**src/rtl/pclk_pkg.sv**
```systemverilog
`timescale 1ns/1ps
package pclk_pkg;
  // register addresses
  localparam logic [1:0] REG_SEL  = 2'd0;
  localparam logic [1:0] REG_DIV  = 2'd1;
  localparam logic [1:0] REG_CTL  = 2'd2;
  localparam logic [1:0] REG_STAT = 2'd3;
  // control bit positions
  localparam int CTL_STOP_BIT  = 0;
  localparam int CTL_APPLY_BIT = 1;

  typedef enum logic [1:0] {
    SW_IDLE  = 2'd0,
    SW_DRAIN = 2'd1,
    SW_SYNC  = 2'd2
  } sw_state_e;

  // number of source periods the output stays high for a divider field value
  function automatic int unsigned hi_cycles(input int unsigned field);
    int unsigned divisor;
    divisor = field + 1;
    return divisor / 2;
  endfunction
endpackage

```
**src/rtl/pclk_sync.sv**
```systemverilog
`timescale 1ns/1ps
module pclk_sync #(
  parameter int N = 1
) (
  input  logic         clk,
  input  logic         rst_n,
  input  logic [N-1:0] async_in,
  output logic [N-1:0] lvl,
  output logic [N-1:0] rise
);
  logic [N-1:0] s1_q, s2_q, s3_q;

  always_ff @(posedge clk or negedge rst_n) begin
    if (!rst_n) begin
      s1_q <= '0;
      s2_q <= '0;
      s3_q <= '0;
    end else begin
      s1_q <= async_in;
      s2_q <= s1_q;
      s3_q <= s2_q;
    end
  end

  assign lvl  = s2_q;
  assign rise = s2_q & ~s3_q;
endmodule

```
**src/rtl/pclk_div.sv**
```systemverilog
`timescale 1ns/1ps
module pclk_div import pclk_pkg::*; #(
  parameter int DIV_W = 4
) (
  input  logic             clk,
  input  logic             rst_n,
  input  logic             clr,
  input  logic             src_lvl,
  input  logic             src_rise,
  input  logic [DIV_W-1:0] div_field,
  output logic             div_out
);
  localparam int HW = DIV_W + 1;

  logic [DIV_W-1:0] cnt_q, cnt_nx;
  logic [HW-1:0]    hi_n;
  logic             q;

  assign hi_n   = HW'(hi_cycles(32'(div_field)));
  assign cnt_nx = (cnt_q >= div_field) ? '0 : cnt_q + 1'b1;

  always_ff @(posedge clk or negedge rst_n) begin
    if (!rst_n) begin
      cnt_q <= '0;
      q     <= 1'b0;
    end else if (clr) begin
      cnt_q <= div_field;            // first source rise after release starts a high phase
      q     <= 1'b0;
    end else if (src_rise) begin
      cnt_q <= cnt_nx;
      q     <= ({1'b0, cnt_nx} < hi_n);
    end
  end

  assign div_out = !clr && ((div_field == '0) ? src_lvl : q);

  // the period counter never passes the programmed field while running
  a_r1_count_in_range: assert property (@(posedge clk) disable iff (!rst_n)
    !clr |-> (cnt_q <= div_field));
endmodule

```
**src/rtl/pclk_switch.sv**
```systemverilog
`timescale 1ns/1ps
module pclk_switch import pclk_pkg::*; #(
  parameter int N_SRC = 3,
  parameter int SEL_W = 2,
  parameter int DIV_W = 4
) (
  input  logic             clk,
  input  logic             rst_n,
  input  logic             apply_en,
  input  logic [SEL_W-1:0] want_sel,
  input  logic [DIV_W-1:0] want_div,
  input  logic             out_low,
  input  logic             new_rise,
  input  logic             new_lvl,
  output logic [SEL_W-1:0] act_sel,
  output logic [DIV_W-1:0] act_div,
  output logic             hold,
  output logic             busy
);
  sw_state_e  state_q;
  logic [1:0] edges_q;
  logic       pending;
  logic       want_valid;

  assign pending    = apply_en && ((want_sel != act_sel) || (want_div != act_div));
  assign want_valid = int'(want_sel) < N_SRC;
  assign hold       = (state_q == SW_SYNC);
  assign busy       = pending || (state_q != SW_IDLE);

  always_ff @(posedge clk or negedge rst_n) begin
    if (!rst_n) begin
      state_q <= SW_IDLE;
      edges_q <= '0;
      act_sel <= '0;
      act_div <= '0;
    end else begin
      case (state_q)
        SW_IDLE: if (pending) state_q <= SW_DRAIN;
        SW_DRAIN: begin
          if (!pending) begin
            state_q <= SW_IDLE;
          end else if (out_low) begin
            act_sel <= want_sel;
            act_div <= want_div;
            edges_q <= '0;
            state_q <= want_valid ? SW_SYNC : SW_IDLE;
          end
        end
        SW_SYNC: begin
          if (new_rise && edges_q != 2'd2) edges_q <= edges_q + 2'd1;
          if (edges_q == 2'd2 && !new_lvl) state_q <= SW_IDLE;
        end
        default: state_q <= SW_IDLE;
      endcase
    end
  end

  // applied settings move only while apply-enable is set
  a_r3_hold_without_apply: assert property (@(posedge clk) disable iff (!rst_n)
    !apply_en |=> ($stable(act_sel) && $stable(act_div)));

  // release happens after two new-source rises and during a low phase
  a_r6_release_clean: assert property (@(posedge clk) disable iff (!rst_n)
    $fell(hold) |-> (!$past(new_lvl) && $past(edges_q) == 2'd2));
endmodule

```
**src/rtl/pclk_gen.sv**
```systemverilog
`timescale 1ns/1ps
module pclk_gen import pclk_pkg::*; #(
  parameter int N_SRC = 3,
  parameter int SEL_W = 2,
  parameter int DIV_W = 4,
  parameter int DW    = 8
) (
  input  logic             clk,
  input  logic             rst_n,
  input  logic [N_SRC-1:0] src_clk,
  input  logic             reg_we,
  input  logic [1:0]       reg_addr,
  input  logic [DW-1:0]    reg_wdata,
  output logic [DW-1:0]    reg_rdata,
  output logic             clk_out
);
  logic [SEL_W-1:0] sel_q, want_sel, act_sel;
  logic [DIV_W-1:0] div_q, act_div;
  logic             stop_q, apply_q, en_q;
  logic [N_SRC-1:0] s_lvl, s_rise;
  logic             lvl_sel, rise_sel, sel_valid;
  logic             sw_hold, busy, div_clr, div_out;
  logic             unused_wdata;

  assign unused_wdata = ^reg_wdata;

  always_ff @(posedge clk or negedge rst_n) begin
    if (!rst_n) begin
      sel_q   <= '0;
      div_q   <= '0;
      stop_q  <= 1'b1;
      apply_q <= 1'b0;
    end else if (reg_we) begin
      case (reg_addr)
        REG_SEL: sel_q <= reg_wdata[SEL_W-1:0];
        REG_DIV: div_q <= reg_wdata[DIV_W-1:0];
        REG_CTL: begin
          stop_q  <= reg_wdata[CTL_STOP_BIT];
          apply_q <= reg_wdata[CTL_APPLY_BIT];
        end
        default: ;
      endcase
    end
  end

  generate
    if (N_SRC == 1) begin : g_single
      assign want_sel = '0;
    end else begin : g_multi
      assign want_sel = sel_q;
    end
  endgenerate

  pclk_sync #(.N(N_SRC)) u_sync (
    .clk(clk), .rst_n(rst_n), .async_in(src_clk), .lvl(s_lvl), .rise(s_rise)
  );

  always_comb begin
    lvl_sel   = 1'b0;
    rise_sel  = 1'b0;
    sel_valid = 1'b0;
    for (int i = 0; i < N_SRC; i++) begin
      if (act_sel == SEL_W'(i)) begin
        lvl_sel   = s_lvl[i];
        rise_sel  = s_rise[i];
        sel_valid = 1'b1;
      end
    end
  end

  pclk_switch #(.N_SRC(N_SRC), .SEL_W(SEL_W), .DIV_W(DIV_W)) u_switch (
    .clk(clk), .rst_n(rst_n), .apply_en(apply_q),
    .want_sel(want_sel), .want_div(div_q),
    .out_low(!div_out), .new_rise(rise_sel), .new_lvl(lvl_sel),
    .act_sel(act_sel), .act_div(act_div), .hold(sw_hold), .busy(busy)
  );

  assign div_clr = sw_hold || !sel_valid;

  pclk_div #(.DIV_W(DIV_W)) u_div (
    .clk(clk), .rst_n(rst_n), .clr(div_clr), .src_lvl(lvl_sel),
    .src_rise(rise_sel), .div_field(act_div), .div_out(div_out)
  );

  // gate follows the stop bit only while the divided clock is low
  always_ff @(posedge clk or negedge rst_n) begin
    if (!rst_n) begin
      en_q    <= 1'b0;
      clk_out <= 1'b0;
    end else begin
      if (!div_out) en_q <= !stop_q;
      clk_out <= div_out && en_q;
    end
  end

  always_comb begin
    reg_rdata = '0;
    case (reg_addr)
      REG_SEL: reg_rdata = DW'(sel_q);
      REG_DIV: reg_rdata = DW'(div_q);
      REG_CTL: begin
        reg_rdata[CTL_STOP_BIT]  = stop_q;
        reg_rdata[CTL_APPLY_BIT] = apply_q;
      end
      default: reg_rdata[0] = busy;
    endcase
  end

  // when the gate closes the output is already low
  a_r2_stop_no_runt: assert property (@(posedge clk) disable iff (!rst_n)
    $fell(en_q) |-> !clk_out);

  // an out-of-range index keeps the output low
  a_r9_dead_when_invalid: assert property (@(posedge clk) disable iff (!rst_n)
    (!sel_valid && $past(!sel_valid)) |-> !clk_out);
endmodule

```
**config.mk**
```make
export PLATFORM = sky130hd
export DESIGN_NAME = pclk_gen
export DESIGN_NICKNAME = d
export VERILOG_FILES = /design/src/rtl/pclk_pkg.sv /design/src/rtl/pclk_sync.sv /design/src/rtl/pclk_div.sv /design/src/rtl/pclk_switch.sv /design/src/rtl/pclk_gen.sv
export SDC_FILE = /design/constraint.sdc
export NUM_CORES = 1
export LEC_CHECK = 0
export BUFFER_PORTS_ARGS = -buffer_cell sky130_fd_sc_hd__buf_4
export CORE_MARGIN = 4
export CORE_UTILIZATION = 35
export CTS_CLUSTER_SIZE = 8
export DETAILED_ROUTE_END_ITERATION = 10
export GPL_TIMING_DRIVEN = 0
export PLACE_DENSITY = 0.56
export RECOVER_POWER = 100
export SYNTH_ARGS = -nofsm -noshare
export SYNTH_HDL_FRONTEND = slang
export SYNTH_HIERARCHICAL = 1
export SYNTH_SLANG_ARGS = --single-unit
```
**constraint.sdc**
```tcl
create_clock -name clk -period 2.6 [get_ports clk]
set_input_delay 0.26 -clock clk [delete_from_list [all_inputs] [get_ports clk]]
set_output_delay 0.26 -clock clk [all_outputs]
set_load 0.05 [all_outputs]
```
# Yosys cells after proc, flatten, opt, wreduce, memory -nomap -nowiden
# Cells that the tools add are included.
# W data, S select, Z words.
# word_totals
register_bits	34
output_inout_bits	9
# op_classes
reduce_logical	25
bitwise_logic	3
eq_ne	16
addsub	3
n_lt_le_gt_ge	3
muxes	28
# op_table
cell	count
$mux W2	9
$mux W1	12
$mux W4	3
$eq A2 B2 Y1 const B	4
$ne A2 B1 Y1 const B	4
$eq A2 B1 Y1 const B	3
$logic_not A2 Y1	3
$pmux W1 S3	2
$pmux W2 S3	1
$reduce_and A2 Y1	3
$reduce_and A3 Y1	2
$reduce_bool A2 Y1	3
$add A4 B1 Y5 const B	1
$logic_and A1 B1 Y1	5
$lt A4 B5 Y1	1
$add A4 B1 Y4 const B	1
$ge A4 B4 Y1	1
$logic_not A1 Y1	4
$logic_not A4 Y1	1
$ne A2 B2 Y1 const B	2
$ne A4 B4 Y1	1
$pmux W2 S2	1
$reduce_and A4 Y1	1
$and A3 B3 Y3	1
other kinds (7)	9

# Depth between registers and ports, before layout
# logic_depth
word_depth	11
mapped_depth	10

# Modules after synthesis
# The synthesis kept the hierarchy.
# by_module_without_submodules
module	area_each_um2	cells_per_inst	n_inst
pclk_div	581.8	71	1
pclk_switch	571.8	46	1
pclk_gen	560.5	42	1
pclk_sync	266.5	12	1

# Worst setup path before layout
# OpenSTA, ideal clock, no wires.
# synth_path
path_kind	register -> output
startpoint	register u_switch.act_div[0]
endpoint	output port reg_rdata[0]
required_ns	2.340
path_slack_ns	0.322
path_stages_with_launch	6
arrival_time_ns	2.018
cell_sequence	dfrtp_1 > xor2_1 > nor4_4 > a21boi_2 > or3_1 > mux4_2
# synth_via
elab_chain_len	5
# synth_lines
element	line_no	rtl
start, declared	pclk_switch.sv:16	output logic [DIV_W-1:0] act_div,
start signal, assigned	pclk_switch.sv:44	act_div <= want_div;
$ne A4 B4 Y1	pclk_switch.sv:25	assign pending = apply_en && ((want_sel != act_sel) || (want_div != act_div));
$logic_or A1 B1 Y1	pclk_switch.sv:25	
$logic_and A1 B1 Y1	pclk_switch.sv:25	
$logic_or A1 B1 Y1	pclk_switch.sv:28	assign busy = pending || (state_q != SW_IDLE);
named net busy	pclk_gen.sv:22	logic sw_hold, busy, div_clr, div_out;
$pmux W1 S3	pclk_gen.sv:98	case (reg_addr)
end, declared	pclk_gen.sv:14	output logic [DW-1:0] reg_rdata,
# The timed path passes the listed nets, and every way through them passes these cells.

# Worst setup path in the final report
# Ends and elaborated chain as after synthesis.

==> results.md <==
- Outcome: finished, final reports clean
- Vias in the first global route: 1,350
- Drt total wl: 3660 um
- Number of flops mapped to enable cells by yosys: 0
- Fin area: 2350 um2
- Min-delay worst type: in -> reg
- Worst-Skew Late Latency: 0.28 ns
- Root Driver: clkbuf_8
- Area occupied by multi-input gates: 1050 um2
- Pint: 1.58 mW
- Largest net degree at the start of global routing: 35
- Final Max Tran Viols: 0
- Overall Power: 2.69 mW
- Final Hold Vio Count: 0
- FP Rows: 27
- Yosys top cell area share: 41.7%
- Relative slew slack: 43.9%
- Via-to-Cell Ratio: 4.87
- Max Cap Viol: 0
- WHS Endpoint: u_sync/s1_q[2]$_DFF_PN0_
- Comb power frac: 53.1%
- First DRT Iteration DRCs: 45
- RR Endpoint: u_div/q$_DFFE_PN0P_
- # setup viols final: 0
- Share of layout cells above drive strength 1: 26.2%
- Via count: 1,354
- TritonRoute pass-1 iters: 4
- H-Tree Level Count: 2
- RSZ-0062 raised after global routing: true
- RR Startpoint: u_switch/act_div[0]$_DFFE_PN0P_
- Cell taking the most area after synthesis: dfrtp_1
- Number of port buffers: 15
- Cells after synthesis: 171
- Mapped Avg Cell Area: 11.6 um2
- Post-route clock skew: 0.00221 ns
- Critical path launch point type: flip-flop
- Storage element area: 857 um2
- Hold_sp: src_clk[2]
- Clock power frac: 15.0%
- Remaining DRCs: 0
- Static Leak: 1.08 nW
- Path depth of the worst reg2reg path: 9
- Clock buffer depth: 2
- CTS Buf Count: 5
- Antenna violations before repair: 0
- Hold depth: 1
- Post-synthesis register bit count: 34
- Finished Core Util: 42.6%
- Ys async rst share: 100%
- Post-DP Area: 2190 um2
- Crit Path Max Fanout: 5
- Die area: 6930 um2
- Clock sink count: 34
- Clock transition at the registers of the reported paths: 0.07 ns
- CP endpoint kind: output pin
- Synth Warn #: 6
- Sw Ratio: 41.0%
- P_sw: 1.10 mW
- Fin Setup TNS: 0 ns
- Pwr per Cell Area: 1150 nW/um2
- Dpl hpwl: 2590 um
- Core area: 5510 um2
- Grt ovf: 0
- Fmax: 391 MHz
- Post-layout min period: 2.56 ns
- Die H: 83.2 um
- Final GP Congestion: 0.859
- FILL cells: 540
- Top area cells in the synthesized netlist: dfrtp_1 (42%), ha_1 (6.9%), mux2_1 (4.5%)
- Initial core utilization: 36.0%
- Seq pwr share: 32.0%
- Worst EP arrival: 2.30 ns
- Post-synthesis sequential area ratio: 43.0%
- Synth Flop Type: dfrtp_1
- Least-Margin Pin Slew: 0.841 ns
- Global-route wire length before repair: 6490 um
- Mapped cell area: 1980 um2
- Unique masters post-synth: 52
- Maximum VDD drop: 433 uV
- # diodes: 0
- Nets: 232
- Die Wd: 83.2 um
- P&R area growth vs syn: 18.4%
- Final hold slack: 0.101 ns
- CTS tree: done
- Gr usage total: 11.6%
- Routed length per instance: 13.2 um
- WS Path Type: reg -> out
- Worst R2R Setup Slack: 0.20 ns
- Final period util: 98.3%
- I/O Pins: 25
- Worst Path Required: 2.34 ns
- ANT nets after route: 0
-- critical path: stages, from the launching register on --
cell	delay (ns)
dfrtp_2	0.44
xor2_1	0.19
nor4_4	0.31
a21boi_2	0.09
or3_1	0.32
mux4_2	0.49
buf_6	0.17
-- layout make-up --
class                      instances  share of cell area [%]
multi-input combinational        122                    44.9
clock buffer                       7                    3.68
tap                               72                    3.84
inverter                          11                    1.76
clock inverter                     1                   0.213
buffer                             7                    2.08
sequential                        34                    36.5
timing repair buffer              24                    7.04
-- cell families (layout without fill, tap and decap cells) --
group,Yosys count,after routing,share of synthesized area [%]
AND/OR/NAND/NOR,46,46,16.6
flip-flops,34,34,43.0
AO/OA/AOI/OAI,32,32,12.1
multiplexers,19,19,12.3
buffers and inverters,18,50,4.55
adder cells (fa/ha/maj),11,11,6.95
XOR/XNOR,10,10,4.42
other,1,4,0.189
-- cells in the mapped netlist, types with 4 or more instances --
cell type / instances
nor2b_1: 4
mux2i_1: 4
buf_4: 4
xnor2_1: 4
ha_1: 11
o21ai_0: 5
nor2_1: 6
mux2_1: 8
xor2_1: 6
nand2_1: 8
dfrtp_1: 33
nand3_1: 6
a21oi_1: 6
mux2_4: 6
inv_1: 11
-- sequential cells by signal, summed over array words and instances, names as in the netlist --
name / cells
en_q: 1
clk_out: 1
stop_q: 1
u_div/q: 1
apply_q: 1
u_switch/edges_q: 2
u_switch/act_div: 4
u_sync/lvl: 3
div_q: 4
u_sync/s3_q: 3
u_switch/state_q: 2
u_div/cnt_q: 4
u_sync/s1_q: 3
u_switch/act_sel: 2
sel_q: 2
-- power by group through the flow --
stage / Combinational, mW / Sequential, mW / Clock, mW
2_1_floorplan: 1.06 / 0.853 / 0
3_3_place_gp: 1.31 / 0.889 / 0
3_5_place_dp: 1.32 / 0.890 / 0
4_1_cts: 1.39 / 0.867 / 0.419
5_1_grt: 1.63 / 0.888 / 0.449
6_report: 1.43 / 0.859 / 0.402
-- worst max-delay path by stage --
stage / start / to / slack [ns]
final: u_switch/act_div[0]$_DFFE_PN0P_ / reg_rdata[0] / 0.04
after global routing: u_switch/act_div[0]$_DFFE_PN0P_ / reg_rdata[0] / -0.05
after CTS: u_switch/act_div[1]$_DFFE_PN0P_ / reg_rdata[0] / -0.05
after detailed placement: u_switch/act_div[0]$_DFFE_PN0P_ / reg_rdata[0] / 0.14
after global placement: u_switch/act_div[0]$_DFFE_PN0P_ / reg_rdata[0] / 0.12
after floorplan: u_switch/act_div[0]$_DFFE_PN0P_ / reg_rdata[0] / 0.32
-- through the flow --
stage,setup slack (ns),std cells
after global routing,-0.0522,278
after detailed placement,0.144,261
after CTS,-0.0507,274
after floorplan,0.322,174
after global placement,0.116,261
final,0.0447,278
-- repair_timing --
item / CTS / global route
resized for setup: 4 / 2
hold buffers: 1 / 0
setup endpoints to repair: 1 / 2
pin swaps: 2 / 2
hold endpoints to repair: 33 / 0
setup buffers: 4 / 4
-- layer usage --
layer / vias to the layer above / wire length, um / track usage (%) / share of wire (%)
li1: 662 / - / - / -
met2: 26 / 1620 / 17.3 / 44
met5: - / 0 / 0 / 0
met3: 8 / 133 / 2.48 / 3.6
met4: 0 / 72 / 4.90 / 2.0
met1: 658 / 1840 / 16.2 / 50
-- layout by cell type, fill, tap and decap left out, types with 6 or more instances in the layout --
master    Yosys  final
a21oi_1       6      6
mux2_4        6      6
ha_1         11     11
inv_1        11     11
nand2_1       8      8
mux2_1        8      8
clkbuf_8      0      6
nand3_1       6      6
buf_4         4     17
xor2_1        6      6
dfrtp_1      33     29
clkbuf_1      1      7
Power figures use the tool's default switching activity.
